**src/rtl/rxq_pkg.sv**
```systemverilog
package rxq_pkg;
  localparam logic [1:0] ADDR_CTRL  = 2'd0;
  localparam logic [1:0] ADDR_SECS  = 2'd1;
  localparam logic [1:0] ADDR_TICKS = 2'd2;
  localparam logic [1:0] ADDR_CLEAR = 2'd3;

  typedef enum logic [1:0] {SQ_IDLE, SQ_WAIT, SQ_RUN, SQ_HALT} seqState_t;

  typedef struct packed {
    logic popHead;
    logic loadCur;
    logic decRem;
    logic clrFlags;
  } seqStrobe_t;
endpackage

```
**src/rtl/rxq_datapath.sv**
```systemverilog
module rxq_datapath
  import rxq_pkg::*;
#(
  parameter int DATA_W = 32,
  parameter int DEPTH  = 8
) (
  input  logic                         clk,
  input  logic                         rstN,
  input  logic                         cfgWrEn,
  input  logic [1:0]                   cfgAddr,
  input  logic [DATA_W-1:0]            cfgData,
  input  logic [DATA_W-1:0]            nowSecs,
  input  logic [DATA_W-1:0]            nowTicks,
  input  seqStrobe_t                   strobe,
  output logic                         headValid,
  output logic                         headStartNow,
  output logic                         headLate,
  output logic                         curReached,
  output logic                         curRemZero,
  output logic                         curChain,
  output logic [$clog2(DEPTH+1)-1:0]   queueCount,
  output logic                         cmdDropped
);
  localparam int CNT_W  = DATA_W - 2;
  localparam int TIME_W = 2 * DATA_W;
  localparam int PTR_W  = $clog2(DEPTH);
  localparam int LVL_W  = $clog2(DEPTH + 1);

  typedef struct packed {
    logic              startNow;
    logic              chain;
    logic [CNT_W-1:0]  nSamp;
    logic [TIME_W-1:0] when;
  } cmdEntry_t;

  logic [DATA_W-1:0] stageCtrl, stageSecs;
  cmdEntry_t         mem [DEPTH];
  cmdEntry_t         newEntry, head;
  logic [PTR_W-1:0]  wrPtr, rdPtr;
  logic [LVL_W-1:0]  level;
  logic [TIME_W-1:0] nowTime, curTime;
  logic [CNT_W-1:0]  curRem;
  logic              pushReq, full, doPush, pop;

  assign nowTime  = {nowSecs, nowTicks};
  assign pushReq  = cfgWrEn && (cfgAddr == ADDR_TICKS);
  assign full     = (level == LVL_W'(DEPTH));
  assign doPush   = pushReq && !full;
  assign pop      = strobe.popHead;
  assign newEntry = cmdEntry_t'({stageCtrl, stageSecs, cfgData});
  assign head     = mem[rdPtr];

  always_ff @(posedge clk) begin
    if (!rstN) begin
      stageCtrl <= '0;
      stageSecs <= '0;
    end else if (cfgWrEn) begin
      if (cfgAddr == ADDR_CTRL) stageCtrl <= cfgData;
      if (cfgAddr == ADDR_SECS) stageSecs <= cfgData;
    end
  end

  always_ff @(posedge clk) begin
    if (doPush) mem[wrPtr] <= newEntry;
  end

  always_ff @(posedge clk) begin
    if (!rstN) begin
      wrPtr <= '0;
      rdPtr <= '0;
      level <= '0;
    end else begin
      if (doPush) wrPtr <= wrPtr + PTR_W'(1);
      if (pop)    rdPtr <= rdPtr + PTR_W'(1);
      case ({doPush, pop})
        2'b10:   level <= level + LVL_W'(1);
        2'b01:   level <= level - LVL_W'(1);
        default: level <= level;
      endcase
    end
  end

  always_ff @(posedge clk) begin
    if (!rstN) cmdDropped <= 1'b0;
    else       cmdDropped <= (cmdDropped && !strobe.clrFlags) || (pushReq && full);
  end

  always_ff @(posedge clk) begin
    if (!rstN) begin
      curTime  <= '0;
      curRem   <= '0;
      curChain <= 1'b0;
    end else if (strobe.loadCur) begin
      curTime  <= head.when;
      curRem   <= head.nSamp;
      curChain <= head.chain;
    end else if (strobe.decRem) begin
      curRem <= curRem - CNT_W'(1);
    end
  end

  assign headValid    = (level != '0);
  assign headStartNow = head.startNow;
  assign headLate     = head.when < nowTime;
  assign curReached   = nowTime >= curTime;
  assign curRemZero   = (curRem == '0);
  assign queueCount   = level;

  // the level never passes the depth
  a_r10_level_bound: assert property (@(posedge clk) disable iff (!rstN)
    level <= LVL_W'(DEPTH));
  // a push into a full queue changes nothing and is recorded
  a_r10_full_ignored: assert property (@(posedge clk) disable iff (!rstN)
    (pushReq && full && !pop) |=> (level == $past(level)) && cmdDropped);
  // an accepted push grows the queue by one
  a_r1_push_grows: assert property (@(posedge clk) disable iff (!rstN)
    (pushReq && !full && !pop) |=> level == $past(level) + LVL_W'(1));
endmodule

```
**src/rtl/rxq_control.sv**
```systemverilog
module rxq_control
  import rxq_pkg::*;
(
  input  logic       clk,
  input  logic       rstN,
  input  logic       cfgWrEn,
  input  logic [1:0] cfgAddr,
  input  logic       headValid,
  input  logic       headStartNow,
  input  logic       headLate,
  input  logic       curReached,
  input  logic       curRemZero,
  input  logic       curChain,
  input  logic       smpValid,
  input  logic       outReady,
  output seqStrobe_t strobe,
  output logic       outValid,
  output logic       lateErr,
  output logic       overrunErr,
  output logic       underflowErr
);
  seqState_t st, nst;
  logic clr, active, take, ovf, popGo;
  logic setLate, setOvr, setUnd;

  assign clr    = cfgWrEn && (cfgAddr == ADDR_CLEAR);
  assign active = ((st == SQ_RUN) || ((st == SQ_WAIT) && curReached)) && !curRemZero;
  assign take   = active && smpValid && outReady;
  assign ovf    = active && smpValid && !outReady;
  assign outValid = active && smpValid;

  always_comb begin
    nst     = st;
    popGo   = 1'b0;
    setLate = 1'b0;
    setOvr  = 1'b0;
    setUnd  = 1'b0;
    strobe  = '0;
    strobe.clrFlags = clr;
    strobe.decRem   = take;
    unique case (st)
      SQ_IDLE: popGo = headValid;
      SQ_WAIT, SQ_RUN: begin
        if (ovf) begin
          setOvr = 1'b1;
          nst    = SQ_HALT;
        end else if ((st == SQ_WAIT) && curReached) begin
          nst = SQ_RUN;
        end else if ((st == SQ_RUN) && curRemZero) begin
          if (!curChain)      nst = SQ_IDLE;
          else if (headValid) popGo = 1'b1;
          else begin
            setUnd = 1'b1;
            nst    = SQ_HALT;
          end
        end
      end
      SQ_HALT: if (clr) nst = SQ_IDLE;
      default: nst = SQ_IDLE;
    endcase
    if (popGo) begin
      strobe.popHead = 1'b1;
      if (headStartNow) begin
        strobe.loadCur = 1'b1;
        nst = SQ_RUN;
      end else if (headLate) begin
        setLate = 1'b1;
        nst = SQ_IDLE;
      end else begin
        strobe.loadCur = 1'b1;
        nst = SQ_WAIT;
      end
    end
  end

  always_ff @(posedge clk) begin
    if (!rstN) begin
      st           <= SQ_IDLE;
      lateErr      <= 1'b0;
      overrunErr   <= 1'b0;
      underflowErr <= 1'b0;
    end else begin
      st           <= nst;
      lateErr      <= (lateErr && !clr) || setLate;
      overrunErr   <= (overrunErr && !clr) || setOvr;
      underflowErr <= (underflowErr && !clr) || setUnd;
    end
  end

  // a refused sample halts the stream on the next cycle
  a_r9_overrun_halts: assert property (@(posedge clk) disable iff (!rstN)
    (outValid && !outReady) |=> overrunErr && !outValid);
  // a halted sequencer passes nothing
  a_r8_halt_quiet: assert property (@(posedge clk) disable iff (!rstN)
    (st == SQ_HALT) |-> !outValid && !strobe.popHead);
  // the queue is only popped when it holds a command
  a_r6_pop_needs_head: assert property (@(posedge clk) disable iff (!rstN)
    strobe.popHead |-> headValid);
  // a pop that loads nothing is a late drop
  a_r5_late_flagged: assert property (@(posedge clk) disable iff (!rstN)
    (strobe.popHead && !strobe.loadCur) |=> lateErr);
endmodule

```
**src/rtl/rx_stream_cmdq.sv**
```systemverilog
module rx_stream_cmdq
  import rxq_pkg::*;
#(
  parameter int DATA_W = 32,
  parameter int SMP_W  = 32,
  parameter int DEPTH  = 8
) (
  input  logic                       clk,
  input  logic                       rstN,
  input  logic                       cfgWrEn,
  input  logic [1:0]                 cfgAddr,
  input  logic [DATA_W-1:0]          cfgData,
  input  logic [DATA_W-1:0]          nowSecs,
  input  logic [DATA_W-1:0]          nowTicks,
  input  logic                       smpValid,
  input  logic [SMP_W-1:0]           smpData,
  input  logic                       outReady,
  output logic                       outValid,
  output logic [SMP_W-1:0]           outData,
  output logic [$clog2(DEPTH+1)-1:0] queueCount,
  output logic                       lateErr,
  output logic                       overrunErr,
  output logic                       underflowErr,
  output logic                       cmdDropped
);
  seqStrobe_t strobe;
  logic headValid, headStartNow, headLate, curReached, curRemZero, curChain;

  rxq_datapath #(.DATA_W(DATA_W), .DEPTH(DEPTH)) u_dp (
    .clk(clk), .rstN(rstN), .cfgWrEn(cfgWrEn), .cfgAddr(cfgAddr), .cfgData(cfgData),
    .nowSecs(nowSecs), .nowTicks(nowTicks), .strobe(strobe),
    .headValid(headValid), .headStartNow(headStartNow), .headLate(headLate),
    .curReached(curReached), .curRemZero(curRemZero), .curChain(curChain),
    .queueCount(queueCount), .cmdDropped(cmdDropped)
  );

  rxq_control u_ctl (
    .clk(clk), .rstN(rstN), .cfgWrEn(cfgWrEn), .cfgAddr(cfgAddr),
    .headValid(headValid), .headStartNow(headStartNow), .headLate(headLate),
    .curReached(curReached), .curRemZero(curRemZero), .curChain(curChain),
    .smpValid(smpValid), .outReady(outReady), .strobe(strobe),
    .outValid(outValid), .lateErr(lateErr), .overrunErr(overrunErr),
    .underflowErr(underflowErr)
  );

  assign outData = smpData;
endmodule

```
**config.mk**
```make
export PLATFORM = sky130hd
export DESIGN_NAME = rx_stream_cmdq
export DESIGN_NICKNAME = d
export VERILOG_FILES = /design/src/rtl/rxq_pkg.sv /design/src/rtl/rxq_datapath.sv /design/src/rtl/rxq_control.sv /design/src/rtl/rx_stream_cmdq.sv
export SDC_FILE = /design/constraint.sdc
export NUM_CORES = 1
export LEC_CHECK = 0
export BUFFER_PORTS_ARGS = -buffer_cell sky130_fd_sc_hd__buf_4
export CAP_MARGIN = 5
export CORE_ASPECT_RATIO = 0.8
export CORE_MARGIN = 2
export CORE_UTILIZATION = 50
export DETAILED_ROUTE_END_ITERATION = 7
export PLACE_DENSITY_LB_ADDON = 0.08
export SKIP_LAST_GASP = 1
export SLEW_MARGIN = 10
export SYNTH_ARGS = -nofsm -noshare
export SYNTH_HDL_FRONTEND = slang
export SYNTH_SLANG_ARGS = --single-unit
```
**constraint.sdc**
```tcl
create_clock -name clk -period 14.6 [get_ports clk]
set_input_delay 0.73 -clock clk [delete_from_list [all_inputs] [get_ports clk]]
set_output_delay 0.73 -clock clk [all_outputs]
set_load 0.05 [all_outputs]
```
==> metrics.txt <==
status=complete, no violations; Total Nets Final=~2800; CTS Buffer Depth=3; top cell type's share of synthesized area=0.5850; Slew Viols, Final=0; number of setup buffers added after CTS=0; asr flop ratio synth=0; Ports=between 150 and 200; hold_sp=cfgData[1]; Syn Std Cell Area=approximately 40000 sq um; achievable clock frequency=between 100 and 150 MHz; setup TNS=0 ps; Distinct cells, synth=72; GRT Util Overall=0.2395; first-pass GRT wire length=between 100000 and 150000 microns; die height=between 200 and 300 microns; CP arrival=between 7000 and 8000 ps; Hold Path Class=primary input to register; FF+latch count, synth=between 900 and 1000; DPL Wire Length=between 50000 and 60000 microns; Worst Setup Path Type=register to register; max_cap viols=0; Slew Limit Headroom=0.2149; CTS Sinks=~950; Worst VDD drop=0.1466 mV; core area=78390 sq um; Post-synth EDFFs=about 770; Fin. Hold Viols=0; Worst Setup End Kind=register; GP Congestion=roughly 0.83; grt total ovfl=0; Synth top cells by count=edfxtp_1 (768), mux4_2 (192), dfxtp_1 (178), nand2_1 (174), inv_1 (143); Die ar.=slightly above 80000 sq um; most frequent cell after synthesis=edfxtp_1; CTS buffer count=~90; worst path cell trace=buf_4 > buf_4 > mux4_2 > mux2_2 > ha_1 > nand4_1 > nor4_1 > nand3_1 > a2111oi_0 > a31oi_1 > a211o_1 > nand3_1 > nand2_4 > a211oi_1; htree depth=3; Crit-path slowest cell=nand2_4; synth-to-layout area growth=12.39%; Horiz. Die Dim=about 320 microns; worst clock skew=32.20 ps; Seq. cell area=26640 sq um; crit share post-route=0.4573; Synth area leader=edfxtp_1; drt first pass iters=5; clock root buffer=clkbuf_16; Syn Area/Cell=around 16 sq um; DRT Wirelength=just under 100000 microns; Total Power=approximately 7.8 mW; DRC violations left=0; number of global-route vias before repair=about 23000; post-synthesis sequential area ratio=0.6753; Final setup violation count=0; std cell rows=92; Req. time, crit path=about 15000 ps; # fillers=6067; area taken by multi-input logic gates=11600 sq um; worst path bufs/invs=2; ratio of cells with drive above 1 in the final layout=0.2256; largest stage delay on the critical path=between 700 and 800 ps; syn_nets=~2700; leakage power=around 15 nW; Ys Warns=0; most used flip-flop cell after synthesis=edfxtp_1; CTS tree=built; top cell family by delay on the critical path=simple AND/OR/NAND/NOR gates; Vias/cell=slightly above 6; pwr dens=176.0 nW/um^2; RSZ-0062 raised after global routing=false; peak fanout along the critical path=87; Final ANT Viol Nets=0; routed wire length per instance=~26 microns; Initial DRC Count=~1900; synth top area cells=edfxtp_1 (58%), mux4_2 (11%), dfxtp_1 (9.0%), ha_1 (4.4%), mux2_2 (2.3%); CTS resizes=0; initial antenna violation count=6; worst skew pair latency=between 600 and 700 ps; worst-margin pin slew=~1200 ps; Mapped Cells=approximately 2400; total number of vias=about 22000; Startpoint Class=register; Initial Utilization=0.5029; clk slew on worst S/H paths=roughly 70 ps; PortBufs=111; hold buffer count at cts=0; pin count of the biggest net entering global routing=between 100 and 150; Final Critical Period=6677 ps
kinds of logic (layout without fill, tap and decap cells):
family	count (synthesis)	count (layout)	synth area share
adder cells (fa/ha/maj)	140	140	0.04462
multiplexers	281	281	0.1348
XOR/XNOR	14	14	0.003110
AO/OA/AOI/OAI	346	346	0.05922
buffers and inverters	301	460	0.03224
other	0	3	0
flip-flops	946	946	0.6753
AND/OR/NAND/NOR	411	411	0.05062
area by class of cell:
class                           count  share of cell area
Sequential cell                   946              0.6012
Multi-Input combinational cell   1192              0.2619
Clock buffer                      131             0.05961
Timing Repair Buffer              144             0.02524
Clock inverter                     40             0.01034
Antenna cell                        3           0.0001694
Tap cell                         1034             0.02920
Inverter                          145             0.01240
cell usage in the layout (no fill, tap or decap), drive strengths merged, types with 17 or more instances in the layout:
| master | count |
|---|---|
| mux4 | 192 |
| clkbuf | 131 |
| nor4 | 17 |
| ha | 139 |
| o21ai | 26 |
| nand3 | 19 |
| mux2 | 81 |
| clkinv | 28 |
| a21oi | 124 |
| edfxtp | 768 |
| inv | 146 |
| buf | 144 |
| nor3 | 81 |
| nand2 | 175 |
| a21o | 20 |
| dfxtp | 178 |
| nor2 | 33 |
| o31ai | 19 |
| a211oi | 76 |
| nand4 | 24 |
per-layer routing:
layer	vias up	wire length (microns)	GRT usage
met5	-	13	0
met4	2	2237	0.07061
met3	127	6008	0.04210
met2	693	44710	0.3831
met1	11380	43110	0.3402
li1	9716	-	-
report_power, final:
part / internal [mW] / leakage [nW] / switching [mW]
clock network: 1.42 / 1.52 / 1.00
registers: 3.06 / 8.56 / 0.119
logic: 0.934 / 4.73 / 1.27
total: 5.41 / 14.8 / 2.39
path summary, 6_finish.rpt:
| path | cells after the start | slack, ps | end |
|---|---|---|---|
| setup / recovery | 14 | 7920 | u_dp.curTime[60]$_SDFFE_PN0N_ |
| hold / removal | 1 | 330 | u_dp.mem[1][1]$_DFFE_PP_ |
| setup reg to reg | 14 | 7920 | u_dp.curTime[60]$_SDFFE_PN0N_ |
| hold reg to reg | 2 | 470 | u_dp.curTime[42]$_SDFFE_PN0N_ |
state kept, by name, summed over array words and instances (netlist names), named ones only:
name	count
u_ctl.st	2
u_ctl.lateErr	1
u_dp.curRem	30
u_dp.rdPtr	3
u_dp.queueCount	4
u_ctl.overrunErr	1
u_ctl.underflowErr	1
u_dp.curTime	64
u_dp.wrPtr	3
u_dp.curChain	1
u_dp.stageCtrl	32
u_dp.cmdDropped	1
u_dp.mem	768
u_dp.stageSecs	32
metrics by stage:
stage	hold slack, ps	cells	setup WS [ps]	instance area [sq um]	util
global route	305.2	3632	7422	44300	0.5651
finish	326.4	3635	7923	44310	0.5652
CTS	289.1	3632	7853	44300	0.5651
floorplan	443.7	2439	3293	39430	-
global placement	446.3	3461	7924	41200	0.5256
detailed placement	457.8	3461	7865	41200	0.5256
Power figures use the tool's default switching activity.
